--- config.mk ---
export PLATFORM = sky130hd
export DESIGN_NAME = sframe_hdr_det
export DESIGN_NICKNAME = d
export VERILOG_FILES = /design/src/rtl/sfd_pkg.sv /design/src/rtl/sfd_uart_rx.sv /design/src/rtl/sfd_brk_timer.sv /design/src/rtl/sfd_hdr_fsm.sv /design/src/rtl/sframe_hdr_det.sv
export SDC_FILE = /design/constraint.sdc
export NUM_CORES = 1
export LEC_CHECK = 0
export ABC_AREA = 1
export BUFFER_PORTS_ARGS = -buffer_cell sky130_fd_sc_hd__buf_2
export CAP_MARGIN = 20
export CELL_PAD_IN_SITES_DETAIL_PLACEMENT = 1
export CELL_PAD_IN_SITES_GLOBAL_PLACEMENT = 2
export CORE_UTILIZATION = 35
export CTS_BUF_LIST = sky130_fd_sc_hd__clkbuf_4
export DETAILED_ROUTE_END_ITERATION = 10
export GPL_TIMING_DRIVEN = 0
export PLACE_DENSITY_LB_ADDON = 0.1
export SKIP_CTS_REPAIR_TIMING = 1
export SLEW_MARGIN = 40
export SYNTH_ARGS = -nofsm -noshare
export SYNTH_HDL_FRONTEND = slang
export SYNTH_SLANG_ARGS = --single-unit
--- constraint.sdc ---
create_clock -name clk -period 6.5 [get_ports clk]
set_input_delay 1.3 -clock clk [delete_from_list [all_inputs] [get_ports clk]]
set_output_delay 1.3 -clock clk [all_outputs]
set_load 0.01 [all_outputs]
--- src/rtl/sfd_pkg.sv ---
package sfd_pkg;
  localparam int BYTE_W = 8;
  localparam int SEL_W  = $clog2(BYTE_W);

  typedef enum logic [2:0] {
    ST_IDLE,
    ST_BRK_MEAS,
    ST_BRK_DONE,
    ST_CF0,
    ST_CF1,
    ST_FRAME_OK
  } sfd_state_e;

  // whole-byte compare against either of two values
  function automatic logic byte_hits(input logic [BYTE_W-1:0] b,
                                     input logic [BYTE_W-1:0] a,
                                     input logic [BYTE_W-1:0] c);
    return (b == a) || (b == c);
  endfunction

  // single selected bit compare, gated by enable
  function automatic logic bit_hits(input logic [BYTE_W-1:0] b,
                                    input logic [BYTE_W-1:0] r,
                                    input logic [SEL_W-1:0]  sel,
                                    input logic              en);
    return en && (b[sel] == r[sel]);
  endfunction
endpackage

--- src/rtl/sfd_uart_rx.sv ---
module sfd_uart_rx
  import sfd_pkg::*;
#(
  parameter int OVS = 4
) (
  input  logic              clk,
  input  logic              rst_n,
  input  logic              en,
  input  logic              rxd,
  output logic              byte_vld,
  output logic              byte_err,
  output logic [BYTE_W-1:0] data
);
  localparam int CW   = $clog2(OVS + 1);
  localparam int HALF = OVS / 2;
  localparam int LAST = BYTE_W + 1;

  logic          busy;
  logic [CW-1:0] cnt;
  logic [3:0]    phase;
  logic [BYTE_W-1:0] shreg;
  logic          sample_now;

  assign sample_now = busy && (cnt == '0);
  assign data = shreg;

  always_ff @(posedge clk or negedge rst_n) begin
    if (!rst_n) begin
      busy     <= 1'b0;
      cnt      <= '0;
      phase    <= '0;
      shreg    <= '0;
      byte_vld <= 1'b0;
      byte_err <= 1'b0;
    end else begin
      byte_vld <= 1'b0;
      byte_err <= 1'b0;
      if (!en) begin
        busy <= 1'b0;
      end else if (!busy) begin
        if (!rxd) begin
          busy  <= 1'b1;
          cnt   <= CW'(HALF);
          phase <= '0;
        end
      end else if (!sample_now) begin
        cnt <= cnt - 1'b1;
      end else begin
        cnt <= CW'(OVS - 1);
        if (phase == '0) begin
          if (rxd) busy <= 1'b0;
          else     phase <= 4'd1;
        end else if (phase < 4'(LAST)) begin
          shreg <= {rxd, shreg[BYTE_W-1:1]};
          phase <= phase + 1'b1;
        end else begin
          busy <= 1'b0;
          if (rxd) byte_vld <= 1'b1;
          else     byte_err <= 1'b1;
        end
      end
    end
  end

  assert_phase_bound_R2: assert property (@(posedge clk) disable iff (!rst_n)
    phase <= 4'(LAST));
  assert_vld_needs_enable_R2: assert property (@(posedge clk) disable iff (!rst_n)
    byte_vld |-> $past(en));
endmodule

--- src/rtl/sfd_brk_timer.sv ---
module sfd_brk_timer #(
  parameter int TMR_W = 16
) (
  input  logic             clk,
  input  logic             rst_n,
  input  logic             arm,
  input  logic             rxd,
  input  logic [TMR_W-1:0] period,
  output logic             hit
);
  logic [TMR_W-1:0] cnt;
  logic [TMR_W:0]   next_cnt;

  function automatic logic [TMR_W-1:0] eff_period(input logic [TMR_W-1:0] p);
    return (p == '0) ? TMR_W'(1) : p;
  endfunction

  assign next_cnt = {1'b0, cnt} + 1'b1;
  assign hit = arm && !rxd && (next_cnt >= {1'b0, eff_period(period)});

  always_ff @(posedge clk or negedge rst_n) begin
    if (!rst_n)            cnt <= '0;
    else if (!arm || rxd)  cnt <= '0;
    else if (!hit)         cnt <= next_cnt[TMR_W-1:0];
  end

  assert_hit_only_low_R1: assert property (@(posedge clk) disable iff (!rst_n)
    hit |-> !rxd);
  assert_high_restarts_R1: assert property (@(posedge clk) disable iff (!rst_n)
    (arm && rxd) |=> (cnt == '0));
endmodule

--- src/rtl/sfd_hdr_fsm.sv ---
module sfd_hdr_fsm
  import sfd_pkg::*;
(
  input  logic              clk,
  input  logic              rst_n,
  input  logic              rxd,
  input  logic              brk_hit,
  input  logic              byte_vld,
  input  logic              byte_err,
  input  logic [BYTE_W-1:0] rx_data,
  input  logic [BYTE_W-1:0] cf0_ref,
  input  logic [BYTE_W-1:0] cf1_pri,
  input  logic [BYTE_W-1:0] cf1_sec,
  input  logic              pri_en,
  input  logic [SEL_W-1:0]  pri_sel,
  output logic              arm,
  output logic              rx_en,
  output logic              brk_set,
  output logic              cf0_set,
  output logic              pri_set,
  output logic              frame_ok
);
  sfd_state_e state, state_nx;
  logic cf1_full, cf1_bit;

  assign cf1_full = byte_hits(rx_data, cf1_pri, cf1_sec);
  assign cf1_bit  = bit_hits(rx_data, cf1_pri, pri_sel, pri_en);

  assign arm      = (state == ST_IDLE) || (state == ST_BRK_MEAS);
  assign rx_en    = (state == ST_CF0) || (state == ST_CF1);
  assign frame_ok = (state == ST_FRAME_OK);
  assign brk_set  = arm && brk_hit;
  assign cf0_set  = (state == ST_CF0) && byte_vld && (rx_data == cf0_ref);
  assign pri_set  = (state == ST_CF1) && byte_vld && cf1_bit;

  always_comb begin
    state_nx = state;
    unique case (state)
      ST_IDLE:     if (brk_hit) state_nx = ST_BRK_DONE;
                   else if (!rxd) state_nx = ST_BRK_MEAS;
      ST_BRK_MEAS: if (brk_hit) state_nx = ST_BRK_DONE;
                   else if (rxd) state_nx = ST_IDLE;
      ST_BRK_DONE: if (rxd) state_nx = ST_CF0;
      ST_CF0:      if (byte_err) state_nx = ST_IDLE;
                   else if (byte_vld)
                     state_nx = (rx_data == cf0_ref) ? ST_CF1 : ST_IDLE;
      ST_CF1:      if (byte_err) state_nx = ST_IDLE;
                   else if (byte_vld)
                     state_nx = (cf1_full || cf1_bit) ? ST_FRAME_OK : ST_IDLE;
      ST_FRAME_OK: state_nx = ST_IDLE;
      default:     state_nx = ST_IDLE;
    endcase
  end

  always_ff @(posedge clk or negedge rst_n) begin
    if (!rst_n) state <= ST_IDLE;
    else        state <= state_nx;
  end

  assert_frame_ok_single_R4: assert property (@(posedge clk) disable iff (!rst_n)
    frame_ok |=> !frame_ok);
  assert_pri_needs_enable_R6: assert property (@(posedge clk) disable iff (!rst_n)
    pri_set |-> pri_en);
  assert_cf0_leads_cf1_R3: assert property (@(posedge clk) disable iff (!rst_n)
    cf0_set |=> (state == ST_CF1));
  assert_frame_after_cf1_R7: assert property (@(posedge clk) disable iff (!rst_n)
    $rose(frame_ok) |-> $past(state == ST_CF1));
endmodule

--- src/rtl/sframe_hdr_det.sv ---
module sframe_hdr_det
  import sfd_pkg::*;
#(
  parameter int TMR_W = 16,
  parameter int OVS   = 4
) (
  input  logic              clk,
  input  logic              rst_n,
  input  logic              rxd,
  input  logic [TMR_W-1:0]  brk_period,
  input  logic [7:0]        cf0_ref,
  input  logic [7:0]        cf1_pri,
  input  logic [7:0]        cf1_sec,
  input  logic              pri_bit_en,
  input  logic [2:0]        pri_bit_sel,
  input  logic              ie_brk,
  input  logic              ie_cf0,
  input  logic              ie_pri,
  input  logic              clr_brk,
  input  logic              clr_cf0,
  input  logic              clr_pri,
  output logic              flag_brk,
  output logic              flag_cf0,
  output logic              flag_pri,
  output logic              frame_ok,
  output logic              irq
);
  localparam int NFLAG = 3;

  logic brk_hit, arm, rx_en, byte_vld, byte_err;
  logic brk_set, cf0_set, pri_set;
  logic [BYTE_W-1:0] rx_data;
  logic [NFLAG-1:0]  flags, set_v, clr_v, ie_v;
  logic              irq_nx;

  sfd_brk_timer #(.TMR_W(TMR_W)) u_timer (
    .clk(clk), .rst_n(rst_n), .arm(arm), .rxd(rxd),
    .period(brk_period), .hit(brk_hit)
  );

  sfd_uart_rx #(.OVS(OVS)) u_rx (
    .clk(clk), .rst_n(rst_n), .en(rx_en), .rxd(rxd),
    .byte_vld(byte_vld), .byte_err(byte_err), .data(rx_data)
  );

  sfd_hdr_fsm u_fsm (
    .clk(clk), .rst_n(rst_n), .rxd(rxd), .brk_hit(brk_hit),
    .byte_vld(byte_vld), .byte_err(byte_err), .rx_data(rx_data),
    .cf0_ref(cf0_ref), .cf1_pri(cf1_pri), .cf1_sec(cf1_sec),
    .pri_en(pri_bit_en), .pri_sel(pri_bit_sel),
    .arm(arm), .rx_en(rx_en), .brk_set(brk_set), .cf0_set(cf0_set),
    .pri_set(pri_set), .frame_ok(frame_ok)
  );

  assign set_v = {pri_set, cf0_set, brk_set};
  assign clr_v = {clr_pri, clr_cf0, clr_brk};
  assign ie_v  = {ie_pri, ie_cf0, ie_brk};

  for (genvar i = 0; i < NFLAG; i++) begin : g_flag
    always_ff @(posedge clk or negedge rst_n) begin
      if (!rst_n) flags[i] <= 1'b0;
      else        flags[i] <= set_v[i] | (flags[i] & ~clr_v[i]);
    end
  end

  assign irq_nx = |(flags & ie_v);

  always_ff @(posedge clk or negedge rst_n) begin
    if (!rst_n) irq <= 1'b0;
    else        irq <= irq_nx;
  end

  assign flag_brk = flags[0];
  assign flag_cf0 = flags[1];
  assign flag_pri = flags[2];

  assert_set_beats_clear_R8: assert property (@(posedge clk) disable iff (!rst_n)
    (cf0_set && clr_cf0) |=> flag_cf0);
  assert_clear_works_R8: assert property (@(posedge clk) disable iff (!rst_n)
    (clr_brk && !brk_set) |=> !flag_brk);
  assert_irq_follows_R9: assert property (@(posedge clk) disable iff (!rst_n)
    (flag_pri && ie_pri) |=> irq);
  assert_irq_quiet_R9: assert property (@(posedge clk) disable iff (!rst_n)
    !(flag_brk && ie_brk) && !(flag_cf0 && ie_cf0) && !(flag_pri && ie_pri) |=> !irq);
  assert_brk_flag_source_R1: assert property (@(posedge clk) disable iff (!rst_n)
    $rose(flag_brk) |-> $past(brk_hit));
endmodule

==> results of run 1 <==
-- flip-flops by register name, summed over array words and instances (netlist names) --
register / flops
u_rx.byte_vld: 1
u_fsm.state: 3
flag_cf0: 1
flag_brk: 1
u_rx.phase: 4
u_timer.cnt: 16
u_rx.cnt: 3
flag_pri: 1
u_rx.byte_err: 1
u_rx.data: 8
irq: 1
u_rx.busy: 1
-- layout make-up --
cell class                 instances  area, um2
buffer                             7       43.8
clock inverter                     2       38.8
tap                              108        135
inverter                          91        342
multi-input combinational        308       1830
clock buffer                       6       45.0
fill                            1173       5110
timing repair buffer              56        283
sequential                        41       1030
-- stage by stage --
| stage | std cells | power (mW) | setup WS, ps | area [um2] |
|---|---|---|---|---|
| floorplan | 447 | 0.383 | 3500 | 3240 |
| global placement | 611 | 0.432 | 2890 | 3650 |
| detailed placement | 611 | 0.437 | 2850 | 3660 |
| CTS | 619 | 0.618 | 3200 | 3740 |
| global route | 619 | 0.650 | 2950 | 3740 |
| finish | 619 | 0.608 | 3250 | 3740 |
-- power groups by stage --
stage               registers, mW  logic, mW  clock network, mW
global placement            0.292      0.139                  0
finish                      0.288      0.143              0.177
global route                0.291      0.166              0.194
detailed placement          0.293      0.144                  0
CTS                         0.288      0.145              0.185
floorplan                   0.289     0.0935                  0
-- worst max-delay path by stage --
| stage | startpoint | end | slack (ps) | cells after the start |
|---|---|---|---|---|
| global placement | brk_period[13] | u_timer.cnt[7] | 2890 | 16 |
| global route | u_timer.cnt[0] | u_timer.cnt[11] | 2950 | 20 |
| detailed placement | brk_period[13] | u_timer.cnt[6] | 2850 | 16 |
| finish | brk_period[13] | u_timer.cnt[6] | 3250 | 16 |
| floorplan | brk_period[9] | u_timer.cnt[8] | 3500 | 16 |
| CTS | u_timer.cnt[0] | u_timer.cnt[11] | 3200 | 20 |
-- worst reg2reg max path, delay by kind of cell (launching register included) --
kind	cells	cell delay [ps]
buf+inv	3	330
simple gates	14	1690
fa+ha+maj	1	290
compound gates	1	120
flops	1	470
xor+xnor	1	260
-- cell usage in the layout (no fill, tap or decap), types with 2 or more instances in the layout --
master	n
inv_1	87
buf_6	2
inv_2	4
o21ai_0	20
nand4_2	2
clkbuf_4	6
xor2_1	15
xnor2_1	17
or2_2	4
buf_2	57
o211ai_1	2
nand3_1	32
nand4_1	7
a21oi_1	7
nand2_4	2
o21ai_2	7
nand2_2	2
o31ai_1	2
nor3_1	6
clkbuf_1	3
nor2_1	20
nor2_4	3
o22ai_2	4
nor2_2	6
dfrtp_1	41
a21o_1	2
nor4_1	7
ha_1	21
nand2_1	112
-- Yosys cell counts, drive strengths merged --
master / number
or2: 4
xnor2: 17
nand2: 116
clkbuf: 3
nand4: 9
o221ai: 1
o21ai: 28
o211ai: 2
a22oi: 1
xor2: 15
nor3: 6
nor2: 29
inv: 91
nor3b: 1
ha: 21
a21o: 2
o32ai: 1
a21oi: 7
buf: 4
a41o: 1
o31ai: 2
nand3: 33
nor4: 7
dfrtp: 41
a31oi: 1
o22ai: 4
-- per-layer routing --
layer / vias to the layer above / wire (um) / GRT usage
met1: 1398 / 4240 / 0.255
li1: 1541 / - / -
met4: 0 / 69 / 0.0379
met5: - / 0 / 0
met3: 8 / 193 / 0.0265
met2: 27 / 4030 / 0.335
-- cell families (layout without fill, tap and decap cells) --
group	count (synthesis)	in the layout	share of synthesized area
adders and majority gates	21	21	0.0811
DFF	41	41	0.317
AOI/OAI and AO/OA	50	50	0.104
and+or+nand+nor	205	205	0.292
xor gates and xnor gates	32	32	0.0865
buffers and inverters	98	162	0.119
==> impl_metrics.toml, run 1 <==
[clock_network]
root_buffer = "clkbuf_4"
cts_max_path_buffers = 2
cts_buffers = 5
cts.sinks = 41
htreeDepth = 2
clock_latency_ps = 360
path_clk_slew_ps = 130
tritoncts = "built"

[layout]
num_antenna_cells = 0
nets = 584
fin_util = 0.423
drive_above_1_share = 0.202
areaGrowthSynthToFinish_pct = 15.5

[synthesis]
synth_cell_types = 36
yosysTopAreaCell = "dfrtp_1"
synth_nets = 521
synth-seq-area-share = 0.317
synth_seq_cells = 41
synthTopCellsByArea = "dfrtp_1 32%, nand2_1 13%, inv_1 10%, ha_1 8.1%, nand3_1 4.9%"
synth.top_cell.area_share = 0.317
syn_inst = 447
syn_avg_cell_area_um2 = 7.25
yosysWarnings = 0
syn-cell-area_um2 = 3240

[setup_path]
rr_startpoint = "u_timer.cnt[0]"
crit_path_start_kind = "input pin"
path_cells = "buf_2, nor4_1, a41o_1, ha_1, nand2_1, nor2_1, nand2_1, nor2_1, nor2_1, nand3_2, nor2_4, nand2_4, nor2_4, inv_2, buf_6, o21ai_2"
path_delay_family = "simple AND/OR/NAND/NOR gates"
crit_top_cell = "nor2_1"
cp.required_ps = 6790
crit_path_max_incr_delay_ps = 450
crit_path_top_delay_cell = "nor4_1"
cp_data_arrival_time_ps = 3540
crit_type = "in2reg"
worstReg2RegEnd = "u_timer.cnt[6]"
worstRegToRegCells = 20
worstSetupEndpointType = "flip-flop"
reg2reg_slack_ps = 3280
critical_path.max_fanout = 10
critPathBufInv = 3

[sta]
max_slew_margin = 0.608
fin_crit_sh = 0.500
tightestPinTransition_ps = 588
finalHoldViolCount = 0
finClkSkew_ps = 17.3
tns_ps = 0
period_needed_ps = 3250
maxSlewViolCount = 0
setup_viol = 0
whs_ps = 508
max_freq_ghz = 0.308
grt_setup_unrepaired = "no"

[power_and_ir_drop]
intPower_mw = 0.414
vdd_drop_max_mv = 0.120
p_leak_nw = 2.11
p_comb_frac = 0.235
power_density_nw_per_um2 = 162
pwr-share-clk = 0.292
switching_share = 0.318
seq_power_share = 0.474
p_sw_mw = 0.193

[detailed_routing]
wl_um = 8530
num_vias = 2974
drc_errors = 3
firstDrtPassIters = 7
drt_iter0_drc = 75
wire_per_inst_um = 13.8
ant_nets = 0
via_per_inst = 4.80

[grt]
grt_pass1_wl_um = 14900
grt_usage = 0.192
grt_max_degree = 42
first_global_vias = 3134
antenna_found_initial = 0
overflow = 0

[flow_run]
drv_cap = 0

[worst_hold_path]
hold_path.class = "reg2reg"
worstHoldPathCells = 2
hold_end = "u_rx.cnt[2]"
min_from = "u_rx.cnt[2]"

[placement]
portBuffers = 56
hpwl_um = 6930
place.gp.congestion = 0.777

[floorplan]
die_y_um = 98.2
initial_core_util = 0.366
design.die.area_um2 = 9640
core_area_um2 = 8850
ios = 58
row_count = 34
die_w_um = 98.2

[run_status]
violations = "DRC"
outcome = "complete, but fails checks"
Power figures use the tool's default switching activity.
==> run 2: changes to the inputs <==
- CORE_UTILIZATION: 35 -> 29
- clock period: 6.5 -> 2.67 ns (I/O delays scaled with it)
==> run 2 against run 1 <==
The flow finishes with violations (setup timing). Worst hold slack worse by 360 ps. Non-clock buffer count is 23 higher. Largest cell class unchanged. Utilization is 2.8 points lower. Power grew to 2.5 times the previous value. Highest routed layer unchanged. Register-to-register slack worse by 3600 ps. Count of clock-buffer cells in the layout stayed put. Via count is 4.6% higher. Critical path depth is 5 higher. Combinational power grew to 2.7 times the previous value. Global-route usage is 2.8 points lower. Cell count is 8.9% higher. Largest power group unchanged.
==> impl_metrics.toml, run 2 (synthesized netlist as in run 1, its figures left out) <==
[detailed_routing]
firstDrtPassIters = 4
num_vias = 3112
drt_iter0_drc = 67
wire_per_inst_um = 13.8
drc_errors = 0
wl_um = 9330
ant_nets = 0
via_per_inst = 4.62

[setup_path]
crit_path_start_kind = "flip-flop"
critPathBufInv = 4
cp.required_ps = 2970
path_delay_family = "simple AND/OR/NAND/NOR gates"
cp_data_arrival_time_ps = 3330
critical_path.max_fanout = 5
crit_path_top_delay_cell = "dfrtp_2"
rr_startpoint = "u_timer.cnt[0]"
cp-startpoint = "u_timer.cnt[0]"
path_cells = "ha_4, nand2_2, nor2_4, nand2_2, inv_2, nand3_2, xor2_2, inv_2, ha_4, nand2_2, nor2_2, nand2_1, nor2_2, nor2_2, nand3_2, nor2_4, nand2_4, nor2_4, inv_4, clkbuf_16, o21ai_2"
worstSetupEndpointType = "flip-flop"
crit_path_max_incr_delay_ps = 460
crit_type = "reg2reg"

[clock_network]
cts.sinks = 41
cts_buffers = 5
tritoncts = "built"
htreeDepth = 2
clock_latency_ps = 360
path_clk_slew_ps = 140
root_buffer = "clkbuf_4"
cts_max_path_buffers = 2

[grt]
grt_max_degree = 42
overflow = 0
grt_pass1_wl_um = 15000
grt_usage = 0.164
first_global_vias = 3128
antenna_found_initial = 0

[run_status]
violations = "setup timing"
outcome = "complete, but fails checks"

[sta]
setup_viol = 20
tightestPinTransition_ps = 757
whs_ps = 149
grt_setup_unrepaired = "yes"
period_needed_ps = 3030
max_freq_ghz = 0.330
maxSlewViolCount = 0
finClkSkew_ps = 15.6
max_slew_margin = 0.491
finalHoldViolCount = 0
fin_crit_sh = 1.13
worst_slack_ps = -359

[power_and_ir_drop]
p_leak_nw = 2.24
vdd_drop_max_mv = 0.258
power_density_nw_per_um2 = 357
power.total_mw = 1.53

[worst_hold_path]
hold_path.class = "in2async"

[floorplan]
initial_core_util = 0.299
design.die.area_um2 = 11600
die_w_um = 108
ios = 58
core_area_um2 = 10800
row_count = 38
die_y_um = 108

[layout]
drive_above_1_share = 0.305
stdcell_area_um2 = 4280
fillCellCount = 1362
largest_register_ffs = 16
largest_register = "u_timer.cnt"
layout_common_cells = "103 x nand2_1, 84 x inv_1, 57 x buf_2, 38 x dfrtp_1, 29 x nand3_1"
layout_commonest_cell = "nand2_1"
num_antenna_cells = 0
nets = 607
fin_util = 0.395
areaGrowthSynthToFinish_pct = 32.1

[placement]
place_ws_ps = -612
portBuffers = 56
hpwl_um = 7130
place.gp.congestion = 0.744
dpl_cell_area_um2 = 3700

[flow_run]
drv_cap = 0
## run 2: path summary, 6_finish.rpt
| path | slack [ps] | depth (start not counted) | endpoint |
|---|---|---|---|
| hold reg to reg | 520 | 2 | u_rx.cnt[2] |
| max in group asynchronous | 2130 | 1 | u_timer.cnt[1] |
| min in group clk | 330 | 2 | flag_brk |
| hold / removal | 150 | 1 | u_rx.cnt[1] |
| setup reg to reg | -360 | 21 | u_timer.cnt[14] |
| setup / recovery | -360 | 21 | u_timer.cnt[14] |
## run 2: area by class of cell
cell class	instances	area, um2	share of cell area
clock buffer	6	45.0	0.0105
inverter	91	352	0.0822
sequential	41	1030	0.241
clock inverter	2	38.8	0.00907
timing repair buffer	79	498	0.116
buffer	7	56.3	0.0132
tap	140	175	0.0409
multi-input combinational	308	2080	0.487
## run 2: worst reg2reg max path, cell delays in order (launching register included)
cell and delay, ps:
dfrtp_2 460, ha_4 160, nand2_2 60, nor2_4 210, nand2_2 120, inv_2 80, nand3_2 80, xor2_2 220
inv_2 70, ha_4 240, nand2_2 80, nor2_2 40, nand2_1 70, nor2_2 50, nor2_2 110, nand3_2 100
nor2_4 170, nand2_4 100, nor2_4 190, inv_4 80, clkbuf_16 170, o21ai_2 100
## run 2: routing by layer
layer | GRT usage | wire length (um) | vias to the layer above
li1 | - | - | 1583
met1 | 0.227 | 4520 | 1490
met2 | 0.272 | 4480 | 34
met3 | 0.0254 | 281 | 5
met4 | 0.0274 | 46 | 0
met5 | 0 | 0 | -
## run 2: stage by stage
stage | setup TNS [ps] | cells
finish | -5840 | 674
global route | -9530 | 674
CTS | -11910 | 651
detailed placement | -11150 | 643
global placement | -9770 | 643
floorplan | 0 | 447
## run 2: report_power, final
| group | switching [mW] | internal [mW] |
|---|---|---|
| Combinational | 0.226 | 0.161 |
| Sequential | 0.0378 | 0.666 |
| Clock | 0.228 | 0.210 |
| Total | 0.491 | 1.04 |
==> run 3: changes to the inputs <==
- CORE_UTILIZATION: 29 -> 25
- REMOVE_ABC_BUFFERS: default -> 1
==> run 3 against run 2 <==
The flow still finishes with violations (setup timing). Worst hold slack better by 11 ps. Sequential cell count unchanged. Utilization down 6.0 points. Critical path depth down 3. Non-clock buffer count down 8. Clock power down 1%. Count of clock-buffer cells in the layout unchanged. Wire length up 2.0%. Critical endpoint is now u_timer.cnt[12]. Largest cell class unchanged.
==> impl_metrics.toml, run 3 (synthesized netlist as in run 1, its figures left out) <==
[run_status]
outcome = "complete, but fails checks"
violations = "setup timing"

[sta]
max_freq_ghz = 0.330
fin_crit_sh = 1.13
max_slew_margin = 0.539
whs_ps = 160
tns_ps = -6220
tightestPinTransition_ps = 686
finalHoldViolCount = 0
period_needed_ps = 3030
maxSlewViolCount = 0
grt_setup_unrepaired = "yes"
finClkSkew_ps = 21.7
worst_slack_ps = -359
setup_viol = 20

[detailed_routing]
wl_um = 9510
num_vias = 3103
drt_iter0_drc = 89
wire_per_inst_um = 13.6
firstDrtPassIters = 4
ant_nets = 0
drc_errors = 0
via_per_inst = 4.44

[grt]
antenna_found_initial = 0
overflow = 0
grt_pass1_wl_um = 15100
grt_max_degree = 42
grt_usage = 0.146
first_global_vias = 3073

[clock_network]
cts_max_path_buffers = 2
tritoncts = "built"
cts_buffers = 5
path_clk_slew_ps = 150
cts.sinks = 41
root_buffer = "clkbuf_4"
htreeDepth = 2
clock_latency_ps = 360

[setup_path]
crit_type = "reg2reg"
crit_top_cell = "nand2_1"
path_delay_family = "simple AND/OR/NAND/NOR gates"
path_cells = "ha_4, nand2_1, nor2_4, buf_6, xor2_2, inv_1, ha_1, nand2_1, nor3_1, nand2_1, nand3_1, nand3_1, nand2_4, buf_12, nand2_8, buf_4, buf_4, o22ai_2"
critical_path.max_fanout = 5
crit_path_max_incr_delay_ps = 470
critPathBufInv = 5
crit_path_start_kind = "flip-flop"
cp.required_ps = 2970
worstSetupEndpointType = "flip-flop"
cp_data_arrival_time_ps = 3330
crit_path_top_delay_cell = "dfrtp_2"

[layout]
fillCellCount = 1598
largest_register_ffs = 16
nets = 600
instances_no_fill = 699
fin_util = 0.335
drive_above_1_share = 0.296
areaGrowthSynthToFinish_pct = 30.4
layout_common_cells = "103 x nand2_1, 85 x inv_1, 56 x buf_2, 39 x dfrtp_1, 30 x nand3_1"
largest_register = "u_timer.cnt"
num_antenna_cells = 0
layout_commonest_cell = "nand2_1"

[placement]
placed_cells = 669
place.gp.congestion = 0.744
portBuffers = 57
hpwl_um = 7430

[worst_hold_path]
hold_path.class = "in2async"

[floorplan]
initial_core_util = 0.257
die_y_um = 116
design.die.area_um2 = 13400
core_area_um2 = 12600
die_w_um = 116
row_count = 41
ios = 58

[power_and_ir_drop]
vdd_drop_max_mv = 0.249
p_leak_nw = 2.20
power_density_nw_per_um2 = 358
power.total_mw = 1.51

[flow_run]
drv_cap = 0
[run 3: power breakdown]
part           internal (mW)  total [mW]  switching (mW)
sequential             0.666       0.705          0.0389
clock                  0.205       0.431           0.225
combinational          0.150       0.376           0.226
total                   1.02        1.51           0.491
[run 3: path summary, 6_finish.rpt]
path | start | to | slack, ps | cells after the start
setup / recovery | u_timer.cnt[0] | u_timer.cnt[12] | -360 | 18
hold / removal | rst_n | u_timer.cnt[7] | 160 | 1
setup reg to reg | u_timer.cnt[0] | u_timer.cnt[12] | -360 | 18
hold reg to reg | u_rx.cnt[1] | u_rx.cnt[1] | 530 | 2
max in group asynchronous | rst_n | u_timer.cnt[0] | 2080 | 1
min in group clk | clr_brk | flag_brk | 320 | 2
[run 3: cell type report]
type	count	area, um2	share of cell area
multi-input combinational	308	2080	0.493
sequential	41	1030	0.243
timing repair buffer	78	465	0.110
inverter	91	349	0.0826
tap	172	215	0.0509
clock buffer	6	45.0	0.0107
clock inverter	2	33.8	0.00800
timing repair inverter	1	6.26	0.00148
[run 3: metrics by stage]
| step | instance area [um2] | setup WS (ps) |
|---|---|---|
| 6_report | 4220 | -359 |
| 5_1_grt | 4220 | -558 |
| 4_1_cts | 3780 | -662 |
| 3_5_place_dp | 3700 | -636 |
| 3_3_place_gp | 3700 | -588 |
| 2_1_floorplan | 3200 | 35.9 |
[run 3: layer usage]
| metal | vias up | part of all wire | global-route usage |
|---|---|---|---|
| met5 | - | 0 | 0 |
| met1 | 1498 | 0.47 | 0.198 |
| li1 | 1567 | - | - |
| met2 | 32 | 0.49 | 0.247 |
| met3 | 6 | 0.028 | 0.0209 |
| met4 | 0 | 0.0068 | 0.0282 |
